**src/rtl/rtc_pkg.sv**
```systemverilog
package rtc_pkg;

   localparam int ADDR_W = 4;

   localparam logic [ADDR_W-1:0] A_SEC  = 4'd0;
   localparam logic [ADDR_W-1:0] A_MIN  = 4'd1;
   localparam logic [ADDR_W-1:0] A_HOUR = 4'd2;
   localparam logic [ADDR_W-1:0] A_WDAY = 4'd3;
   localparam logic [ADDR_W-1:0] A_DAY  = 4'd4;
   localparam logic [ADDR_W-1:0] A_MON  = 4'd5;
   localparam logic [ADDR_W-1:0] A_YEAR = 4'd6;
   localparam logic [ADDR_W-1:0] A_CTLA = 4'd14;
   localparam logic [ADDR_W-1:0] A_CTLB = 4'd15;

   typedef enum logic [1:0] {
      ACC_BWR = 2'b00,
      ACC_BRD = 2'b01,
      ACC_SWR = 2'b10,
      ACC_SRD = 2'b11
   } acc_e;

   typedef struct packed {
      logic [6:0] sec;
      logic [6:0] min;
      logic [5:0] hour;
      logic [2:0] wday;
      logic [5:0] day;
      logic       cent;
      logic [4:0] mon;
      logic [7:0] year;
   } clock_t;

   // next packed-BCD value, wrapping from last to first
   function automatic logic [7:0] bcd_step(input logic [7:0] v,
                                           input logic [7:0] last,
                                           input logic [7:0] first);
      if (v == last)
         return first;
      else if (v[3:0] >= 4'd9)
         return {v[7:4] + 4'd1, 4'd0};
      else
         return {v[7:4], v[3:0] + 4'd1};
   endfunction

   // divisible by four, on a packed-BCD year
   function automatic logic leap_bcd(input logic [7:0] y);
      if (!y[4])
         return (y[3:0] == 4'd0) || (y[3:0] == 4'd4) || (y[3:0] == 4'd8);
      else
         return (y[3:0] == 4'd2) || (y[3:0] == 4'd6);
   endfunction

   function automatic logic [7:0] month_end(input logic [4:0] m,
                                            input logic [7:0] y);
      case (m)
         5'h02:                      return leap_bcd(y) ? 8'h29 : 8'h28;
         5'h04, 5'h06, 5'h09, 5'h11: return 8'h30;
         default:                    return 8'h31;
      endcase
   endfunction

endpackage

```
**src/rtl/rtc_spi_port.sv**
```systemverilog
module rtc_spi_port #(
   parameter int SYNC_STAGES = 2
) (
   input  logic       clk,
   input  logic       rst_n,
   input  logic       sck_i,
   input  logic       mosi_i,
   input  logic       cs_i,
   input  logic       tx_load,
   input  logic [7:0] tx_byte,
   output logic       miso_o,
   output logic       cs_act,
   output logic       rx_valid,
   output logic       rx_first,
   output logic [7:0] rx_byte
);

   localparam int CHAIN_W = 3 * SYNC_STAGES;

   if (SYNC_STAGES < 2) begin : g_bad_sync
      $error("rtc_spi_port: SYNC_STAGES must be at least 2");
   end

   logic [CHAIN_W-1:0] chain_q;
   logic sck_s, mosi_s, cs_s;
   logic sck_d, cs_d;
   logic [2:0] bit_cnt;
   logic [6:0] sh_in;
   logic       first_q;
   logic [7:0] tx_sh;
   logic       miso_q;
   logic       sck_rise, sck_fall;

   always_ff @(posedge clk or negedge rst_n) begin
      if (!rst_n) chain_q <= '0;
      else        chain_q <= {chain_q[CHAIN_W-4:0], sck_i, mosi_i, cs_i};
   end

   assign {sck_s, mosi_s, cs_s} = chain_q[CHAIN_W-1 -: 3];

   always_ff @(posedge clk or negedge rst_n) begin
      if (!rst_n) begin
         sck_d <= 1'b0;
         cs_d  <= 1'b0;
      end else begin
         sck_d <= sck_s;
         cs_d  <= cs_s;
      end
   end

   assign sck_rise = cs_s &&  sck_s && !sck_d;
   assign sck_fall = cs_s && !sck_s &&  sck_d;

   always_ff @(posedge clk or negedge rst_n) begin
      if (!rst_n) begin
         bit_cnt <= '0;
         sh_in   <= '0;
         first_q <= 1'b1;
         tx_sh   <= '0;
         miso_q  <= 1'b0;
      end else if (!cs_s) begin
         bit_cnt <= '0;
         first_q <= 1'b1;
         tx_sh   <= '0;
         miso_q  <= 1'b0;
      end else begin
         if (sck_fall) begin
            sh_in   <= {sh_in[5:0], mosi_s};
            bit_cnt <= bit_cnt + 3'd1;
            if (bit_cnt == 3'd7) first_q <= 1'b0;
         end
         if (sck_rise) begin
            miso_q <= tx_sh[7];
            tx_sh  <= {tx_sh[6:0], 1'b0};
         end
         if (tx_load) tx_sh <= tx_byte;
      end
   end

   assign rx_valid = sck_fall && (bit_cnt == 3'd7);
   assign rx_byte  = {sh_in, mosi_s};
   assign rx_first = first_q;
   assign cs_act   = cs_s;
   assign miso_o   = miso_q;


   miso_idle_chk: assert property (@(posedge clk) disable iff (!rst_n)
      (!cs_s && !cs_d) |-> !miso_q)
      else $error("miso active while deselected");

endmodule

```
**src/rtl/rtc_timekeep.sv**
```systemverilog
module rtc_timekeep
   import rtc_pkg::*;
#(
   parameter int WDAY_LAST = 6,
   parameter bit RESET_H24 = 1'b0
) (
   input  logic              clk,
   input  logic              rst_n,
   input  logic              adv,
   input  logic              h24,
   input  logic              wr_en,
   input  logic [ADDR_W-1:0] wr_addr,
   input  logic [7:0]        wr_data,
   output clock_t            now
);

   localparam logic [2:0] WDAY_MAX = 3'(WDAY_LAST);
   localparam logic [5:0] HOUR_RST = RESET_H24 ? 6'h00 : 6'h12;

   if (WDAY_LAST < 1 || WDAY_LAST > 7) begin : g_bad_wday
      $error("rtc_timekeep: WDAY_LAST out of range");
   end

   clock_t cur, nx;
   logic [7:0] s_n, m_n, h_n, d_n, mo_n, y_n, d_last, h12_n;
   logic       c_min, c_hour, c_day, c_mon, c_year;
   logic       pm;

   always_comb begin
      s_n    = bcd_step({1'b0, cur.sec}, 8'h59, 8'h00);
      m_n    = bcd_step({1'b0, cur.min}, 8'h59, 8'h00);
      h_n    = bcd_step({2'b0, cur.hour}, 8'h23, 8'h00);
      h12_n  = bcd_step({3'b0, cur.hour[4:0]}, 8'h12, 8'h01);
      d_last = month_end(cur.mon, cur.year);
      d_n    = bcd_step({2'b0, cur.day}, 8'hFF, 8'h01);
      mo_n   = bcd_step({3'b0, cur.mon}, 8'h12, 8'h01);
      y_n    = bcd_step(cur.year, 8'h99, 8'h00);
      pm     = cur.hour[5];

      c_min  = (cur.sec == 7'h59);
      c_hour = c_min && (cur.min == 7'h59);

      nx = cur;
      nx.sec = s_n[6:0];
      if (c_min) nx.min = m_n[6:0];

      c_day = 1'b0;
      if (c_hour) begin
         if (h24) begin
            nx.hour = h_n[5:0];
            c_day   = (cur.hour == 6'h23);
         end else if (cur.hour[4:0] == 5'h11) begin
            nx.hour = {~pm, 5'h12};
            c_day   = pm;
         end else if (cur.hour[4:0] == 5'h12) begin
            nx.hour = {pm, 5'h01};
         end else begin
            nx.hour = {pm, h12_n[4:0]};
         end
      end

      c_mon = c_day && ({2'b0, cur.day} >= d_last);
      if (c_day) begin
         nx.wday = (cur.wday >= WDAY_MAX) ? 3'd0 : cur.wday + 3'd1;
         nx.day  = c_mon ? 6'h01 : d_n[5:0];
      end

      c_year = c_mon && (cur.mon == 5'h12);
      if (c_mon) nx.mon = mo_n[4:0];
      if (c_year) begin
         nx.year = y_n;
         if (cur.year == 8'h99) nx.cent = ~cur.cent;
      end
   end

   always_ff @(posedge clk or negedge rst_n) begin
      if (!rst_n) begin
         cur.sec  <= 7'h00;
         cur.min  <= 7'h00;
         cur.hour <= HOUR_RST;
         cur.wday <= 3'd0;
         cur.day  <= 6'h01;
         cur.cent <= 1'b0;
         cur.mon  <= 5'h01;
         cur.year <= 8'h00;
      end else if (wr_en) begin
         case (wr_addr)
            A_SEC:  cur.sec  <= wr_data[6:0];
            A_MIN:  cur.min  <= wr_data[6:0];
            A_HOUR: cur.hour <= wr_data[5:0];
            A_WDAY: cur.wday <= wr_data[2:0];
            A_DAY:  cur.day  <= wr_data[5:0];
            A_MON: begin
               cur.cent <= wr_data[7];
               cur.mon  <= wr_data[4:0];
            end
            A_YEAR: cur.year <= wr_data;
            default: ;
         endcase
      end else if (adv) begin
         cur <= nx;
      end
   end

   assign now = cur;


   no_collide_chk: assert property (@(posedge clk) disable iff (!rst_n)
      wr_en |-> !adv)
      else $error("advance and write in one cycle");


   sec_wrap_chk: assert property (@(posedge clk) disable iff (!rst_n)
      (adv && cur.sec == 7'h59) |=> (cur.sec == 7'h00))
      else $error("seconds did not wrap");

endmodule

```
**src/rtl/spi_bcd_rtc.sv**
```systemverilog
module spi_bcd_rtc
   import rtc_pkg::*;
#(
   parameter int SYNC_STAGES = 2,
   parameter bit DEFER_CARRY = 1'b1,
   parameter int WDAY_LAST   = 6,
   parameter bit RESET_H24   = 1'b0
) (
   input  logic clk,
   input  logic rst_n,
   input  logic spi_sck,
   input  logic spi_mosi,
   output logic spi_miso,
   input  logic spi_cs,
   input  logic tick_1hz,
   input  logic vlow_in
);

   logic       cs_act, rx_valid, rx_first;
   logic [7:0] rx_byte;
   logic       tx_load;
   logic [7:0] tx_byte;

   rtc_spi_port #(.SYNC_STAGES(SYNC_STAGES)) u_port (
      .clk      (clk),
      .rst_n    (rst_n),
      .sck_i    (spi_sck),
      .mosi_i   (spi_mosi),
      .cs_i     (spi_cs),
      .tx_load  (tx_load),
      .tx_byte  (tx_byte),
      .miso_o   (spi_miso),
      .cs_act   (cs_act),
      .rx_valid (rx_valid),
      .rx_first (rx_first),
      .rx_byte  (rx_byte)
   );

   acc_e              cmd_acc;
   logic              cmd_rd;
   logic              cmd_ok, single_q, rdm_q, used_q, start_lo;
   logic [ADDR_W-1:0] addr_q, rd_addr;
   logic              h24_q, xstp_q, vlow_q, pend_q;
   logic              wr_commit, tk_wr, adv, hold, ctlb_wr;
   clock_t            now;

   assign cmd_acc = acc_e'(rx_byte[3:2]);
   assign cmd_rd  = (cmd_acc == ACC_SRD) || (cmd_acc == ACC_BRD);

   assign wr_commit = rx_valid && !rx_first && cmd_ok && !rdm_q &&
                      (!single_q || !used_q);
   assign tk_wr     = wr_commit && (addr_q <= A_YEAR);
   assign ctlb_wr   = wr_commit && (addr_q == A_CTLB);
   assign tx_load   = rx_valid && ((rx_first && cmd_rd) ||
                      (!rx_first && cmd_ok && rdm_q && !single_q));
   assign rd_addr   = rx_first ? rx_byte[7:4] : addr_q + 4'd1;

   always_comb begin
      case (rd_addr)
         A_SEC:   tx_byte = {1'b0, now.sec};
         A_MIN:   tx_byte = {1'b0, now.min};
         A_HOUR:  tx_byte = {2'b0, now.hour};
         A_WDAY:  tx_byte = {5'b0, now.wday};
         A_DAY:   tx_byte = {2'b0, now.day};
         A_MON:   tx_byte = {now.cent, 2'b0, now.mon};
         A_YEAR:  tx_byte = now.year;
         A_CTLA:  tx_byte = {2'b0, h24_q, 5'b0};
         A_CTLB:  tx_byte = {1'b0, vlow_q, 1'b0, xstp_q, 4'b0};
         default: tx_byte = 8'h00;
      endcase
   end

   if (DEFER_CARRY) begin : g_defer
      assign hold = cs_act && cmd_ok && !single_q && start_lo;
   end else begin : g_direct
      assign hold = 1'b0;
   end

   assign adv = !xstp_q && !hold && !tk_wr && (tick_1hz || pend_q);

   always_ff @(posedge clk or negedge rst_n) begin
      if (!rst_n) begin
         cmd_ok   <= 1'b0;
         single_q <= 1'b0;
         rdm_q    <= 1'b0;
         used_q   <= 1'b0;
         start_lo <= 1'b0;
         addr_q   <= '0;
      end else if (!cs_act) begin
         cmd_ok <= 1'b0;
      end else if (rx_valid) begin
         if (rx_first) begin
            cmd_ok   <= 1'b1;
            addr_q   <= rx_byte[7:4];
            single_q <= (cmd_acc == ACC_SWR) || (cmd_acc == ACC_SRD);
            rdm_q    <= cmd_rd;
            used_q   <= 1'b0;
            start_lo <= (rx_byte[7:4] <= A_YEAR);
         end else if (cmd_ok) begin
            used_q <= 1'b1;
            if (!single_q) addr_q <= addr_q + 4'd1;
         end
      end
   end

   always_ff @(posedge clk or negedge rst_n) begin
      if (!rst_n) begin
         h24_q  <= RESET_H24;
         xstp_q <= 1'b1;
         vlow_q <= 1'b0;
         pend_q <= 1'b0;
      end else begin
         if (wr_commit && addr_q == A_CTLA) h24_q <= rx_byte[5];
         if (ctlb_wr) xstp_q <= xstp_q & rx_byte[4];
         vlow_q <= vlow_in | (ctlb_wr ? (vlow_q & rx_byte[6]) : vlow_q);
         if (xstp_q)   pend_q <= 1'b0;
         else if (adv) pend_q <= tick_1hz & pend_q;
         else          pend_q <= pend_q | tick_1hz;
      end
   end

   rtc_timekeep #(.WDAY_LAST(WDAY_LAST), .RESET_H24(RESET_H24)) u_time (
      .clk     (clk),
      .rst_n   (rst_n),
      .adv     (adv),
      .h24     (h24_q),
      .wr_en   (tk_wr),
      .wr_addr (addr_q),
      .wr_data (rx_byte),
      .now     (now)
   );


   osc_stop_chk: assert property (@(posedge clk) disable iff (!rst_n)
      (xstp_q && !tk_wr) |=> $stable(now))
      else $error("time moved while oscillator stopped");


   defer_hold_chk: assert property (@(posedge clk) disable iff (!rst_n)
      (hold && !tk_wr) |=> $stable(now))
      else $error("time moved during burst");


   century_flip_chk: assert property (@(posedge clk) disable iff (!rst_n)
      !$stable(now.cent) |-> ($past(tk_wr) || ($past(now.year) == 8'h99 && now.year == 8'h00)))
      else $error("century flag changed without year wrap");

endmodule

```
**config.mk**
```make
export PLATFORM = sky130hd
export DESIGN_NAME = spi_bcd_rtc
export DESIGN_NICKNAME = d
export VERILOG_FILES = /design/src/rtl/rtc_pkg.sv /design/src/rtl/rtc_spi_port.sv /design/src/rtl/rtc_timekeep.sv /design/src/rtl/spi_bcd_rtc.sv
export SDC_FILE = /design/constraint.sdc
export NUM_CORES = 1
export LEC_CHECK = 0
export ABC_AREA = 1
export CORE_AREA = 3 3 117 119
export DETAILED_ROUTE_END_ITERATION = 10
export DIE_AREA = 0 0 120 122
export HOLD_SLACK_MARGIN = 0.15
export SYNTH_ARGS = -nofsm -noshare
export SYNTH_HDL_FRONTEND = slang
export SYNTH_SLANG_ARGS = --single-unit
```
**constraint.sdc**
```tcl
create_clock -name clk -period 2.8 [get_ports clk]
set_clock_uncertainty 0.1 [all_clocks]
set_input_delay 0.7 -clock clk [delete_from_list [all_inputs] [get_ports clk]]
set_output_delay 0.7 -clock clk [all_outputs]
set_load 0.02 [all_outputs]
```
==> metrics.md <==
| Metric | Value |
|---|---|
| Status | `finished, final reports clean` |
| Syn Area/Cell | `7.32 sq um` |
| Routed Antenna Nets | `0` |
| Reg area | `2090 sq um` |
| Post-synth EDFFs | `0` |
| Sequential area share after synthesis | `36.5%` |
| Req. time, crit path | `2.96 ns` |
| Final core utilization | `50.5%` |
| Initial DRC Count | `387` |
| Leakage power total | `3.21 nW` |
| Worst Setup End Kind | `register` |
| Drt pass-1 iters | `5` |
| Tmin final | `2.58 ns` |
| Synth Flop Type | `dfrtp_1` |
| Core area | `12700 sq um` |
| Tcrit/Tclk final | `92.3%` |
| Multi-input logic area | `3220 sq um` |
| Post-synthesis async set-or-reset flop share | `100%` |
| Synth Register Bits | `83` |
| Die H | `122 microns` |
| Reg2Reg Depth | `13` |
| # H-tree levels | `3` |
| CTS tree | `done` |
| Total CTS buffers | `9` |
| Synth Instances | `780` |
| Fin worst setup slack | `0.216 ns` |
| Port bufs | `7` |
| Beginning of the worst register-to-register path | `u_time.now[8]$_DFFE_PN1P_` |
| P&R area growth vs syn | `12.0%` |
| Netlist Area Pre-Place | `5710 sq um` |
| DRT Wirelength | `16000 microns` |
| Vias in the first global route | `4989` |
| Die X-Extent | `120 microns` |
| Hold buffers post-CTS | `0` |
| Starting density of the core | `45.1%` |
| CP Launch Type | `register` |
| Global route overflow | `0` |
| Max cap viols | `0` |
| Syn Nets | `827` |
| Via count | `5365` |
| CTS clk-pin slew, worst paths | `0.07 ns` |
| R2R Path End | `u_time.now[2]$_DFFE_PN0P_` |
| First-pass GRT wire length | `25600 microns` |
| PwrDens | `510 nW/um^2` |
| Final Max Tran Viols | `0` |
| Setup total negative slack | `0 ns` |
| Vias per inst | `5.49` |
| Worst-skew pair later-pin latency | `0.36 ns` |
| DRC | `0` |
| Peak supply drop | `0.467 mV` |
| Count of final setup violators | `0` |
| Filler cells | `1251` |
| Endpoints failing hold | `0` |
| # clock sinks | `83` |
| CTS Root Cell | `clkbuf_16` |
| WL/cell | `16.4 microns` |
| Largest net degree at the start of global routing | `41` |
| Synth top area share | `33.7%` |
| Top post-synthesis cells by area | `dfrtp_1 (34%), nand2_1 (15%), ha_1 (8.8%)` |
| Max clock buf depth | `2` |
| YS warnings | `0` |
| Post-DP HPWL | `11600 microns` |
| Rows | `41` |
| Critical Path Fanout Max | `5` |
| Slew headroom | `61.5%` |
| Count of cell types in the netlist | `44` |
| Area after DPL | `6030 sq um` |
| Initial antenna violation count | `0` |
| Least-Margin Pin Slew | `0.576 ns` |
| IO Count | `8` |
| Dpl ws | `0.0442 ns` |
| CP Capture Point | `u_time.now[2]$_DFFE_PN0P_` |
| Worst hold margin | `0.236 ns` |
| Die area | `14600 sq um` |
| RSZ-0062 raised after global routing | `no` |
| Post-layout net count | `848` |
| Post-synth top area cell | `dfrtp_1` |
| Diode count | `0` |
| Total GRT Usage | `22.7%` |
| Routability Congestion | `0.900` |
| Crit path launch | `u_time.now[8]$_DFFE_PN1P_` |
| Min-delay worst type | `input port to async pin` |
| Fmax | `387 MHz` |
| CP arrival | `2.74 ns` |
| Fin area | `6400 sq um` |
| Fraction of layout cells with a size suffix above 1 | `10.9%` |
| Critical setup path kind | `register to register` |
| R2R Setup Slk | `0.22 ns` |
Yosys cell counts (3+ instances only):
library cell	instances
nand2_1	230
inv_1	88
o21ai_0	80
dfrtp_1	77
nand3_1	63
nor2_1	45
ha_1	40
nand4_1	30
a21oi_1	20
nor3_1	9
xnor2_1	8
xor2_1	8
buf_2	7
nand2_2	7
dfstp_2	6
nand3_2	5
nor2_2	5
o21ai_2	5
a31oi_1	4
clkbuf_1	4
buf_4	3
buf_6	3
nand3b_1	3
o21ai_1	3
o31ai_1	3
cells by family after synthesis:
group                    synth area share [%]
AO/OA/AOI/OAI                            12.5
XOR/XNOR                                 2.45
adder cells (fa/ha/maj)                  8.76
buffers and inverters                    8.04
flip-flops                               36.5
multiplexers                            0.175
AND/OR/NAND/NOR                          31.6
routing by layer:
| metal | vias up | track usage, % | wire [microns] |
|---|---|---|---|
| met5 | - | 0 | 0 |
| li1 | 2616 | - | - |
| met3 | 29 | 4.64 | 856 |
| met1 | 2589 | 30.8 | 7400 |
| met4 | 0 | 10.2 | 510 |
| met2 | 131 | 35.0 | 7250 |
power by group:
part | internal, mW | switching (mW) | leakage [nW] | total [mW]
clock network | 0.705 | 0.553 | 0.149 | 1.26
registers | 1.26 | 0.0970 | 1.05 | 1.36
logic | 0.212 | 0.433 | 2.01 | 0.645
total | 2.18 | 1.08 | 3.21 | 3.26
cells in the final DEF, fill, tap and decap left out, types with 2 or more instances in the layout:
| master | instances |
|---|---|
| nand4_1 | 30 |
| nand3_1 | 61 |
| nand2_1 | 227 |
| inv_6 | 4 |
| o21ai_2 | 6 |
| inv_2 | 3 |
| inv_1 | 87 |
| nor3_1 | 8 |
| o21ai_1 | 4 |
| nor2_2 | 6 |
| nand3b_1 | 3 |
| nand2_4 | 2 |
| nand3_2 | 6 |
| nor2_4 | 2 |
| dfrtp_1 | 75 |
| o32ai_1 | 2 |
| nor2_1 | 44 |
| buf_4 | 19 |
| xnor2_1 | 8 |
| clkbuf_16 | 9 |
| ha_1 | 40 |
| dfrtp_2 | 2 |
| nand3_4 | 2 |
| a31oi_1 | 4 |
| o21ai_0 | 79 |
| o31ai_1 | 3 |
| nand2_2 | 10 |
| a21oi_1 | 20 |
| xor2_1 | 8 |
| clkdlybuf4s50_1 | 6 |
| dfstp_2 | 6 |
registers in the layout, summed over array words and instances (netlist names):
name and count:
u_port.miso_o 1, u_port.bit_cnt 3, rdm_q 1, pend_q 1, u_port.chain_q 6, u_time.now 43, cmd_ok 1, h24_q 1
u_port.rx_first 1, single_q 1, u_port.tx_sh 8, xstp_q 1, vlow_q 1, used_q 1, u_port.sck_d 1, addr_q 4
u_port.sh_in 7, start_lo 1
through the flow:
| stage | total power [mW] | cells |
|---|---|---|
| after detailed placement | 2.02 | 959 |
| after global placement | 2.01 | 959 |
| after floorplan | 1.77 | 780 |
| after CTS | 3.29 | 975 |
| final | 3.26 | 978 |
| after global routing | 3.42 | 978 |
how the worst min path moves through the flow:
stage,slack (ns),end,start,cells past startpoint
6_report,0.24,u_time.now[17]$_DFFE_PN0P_,rst_n,1
5_1_grt,0.26,u_port.chain_q[3]$_DFF_PN0_,u_port.chain_q[0]$_DFF_PN0_,0
4_1_cts,0.24,u_time.now[11]$_DFFE_PN0P_,rst_n,1
3_5_place_dp,0.24,u_port.chain_q[3]$_DFF_PN0_,u_port.chain_q[0]$_DFF_PN0_,0
3_3_place_gp,0.23,u_port.chain_q[5]$_DFF_PN0_,u_port.chain_q[2]$_DFF_PN0_,0
2_1_floorplan,0.23,u_port.chain_q[3]$_DFF_PN0_,u_port.chain_q[0]$_DFF_PN0_,0
critical path, cell delays in order, from the launching register on:
cell and delay [ns]:
dfstp_2 0.58, inv_2 0.06, ha_1 0.20, o211ai_1 0.17
o311ai_1 0.12, a21oi_1 0.18, ha_1 0.15, nand4_1 0.11
nand3_2 0.14, nand3_4 0.12, o21ai_4 0.29, nand2_2 0.12
nand2_1 0.07, nand2_1 0.05
area by class of cell:
class / count / share of cell area [%]
Multi-Input combinational cell: 589 / 50.3
Sequential cell: 83 / 32.6
Inverter: 92 / 5.51
Clock buffer: 9 / 3.52
Timing Repair Buffer: 26 / 3.48
Tap cell: 172 / 3.36
Clock inverter: 7 / 1.25
timing repair:
| item | 4_1_cts | 5_1_grt |
|---|---|---|
| gates resized for setup | 0 | 14 |
| hold endpoints to repair | 0 | 0 |
| buffers inserted | 0 | 2 |
| setup endpoints to repair | 0 | 23 |
(Power assumes the default switching activity.)
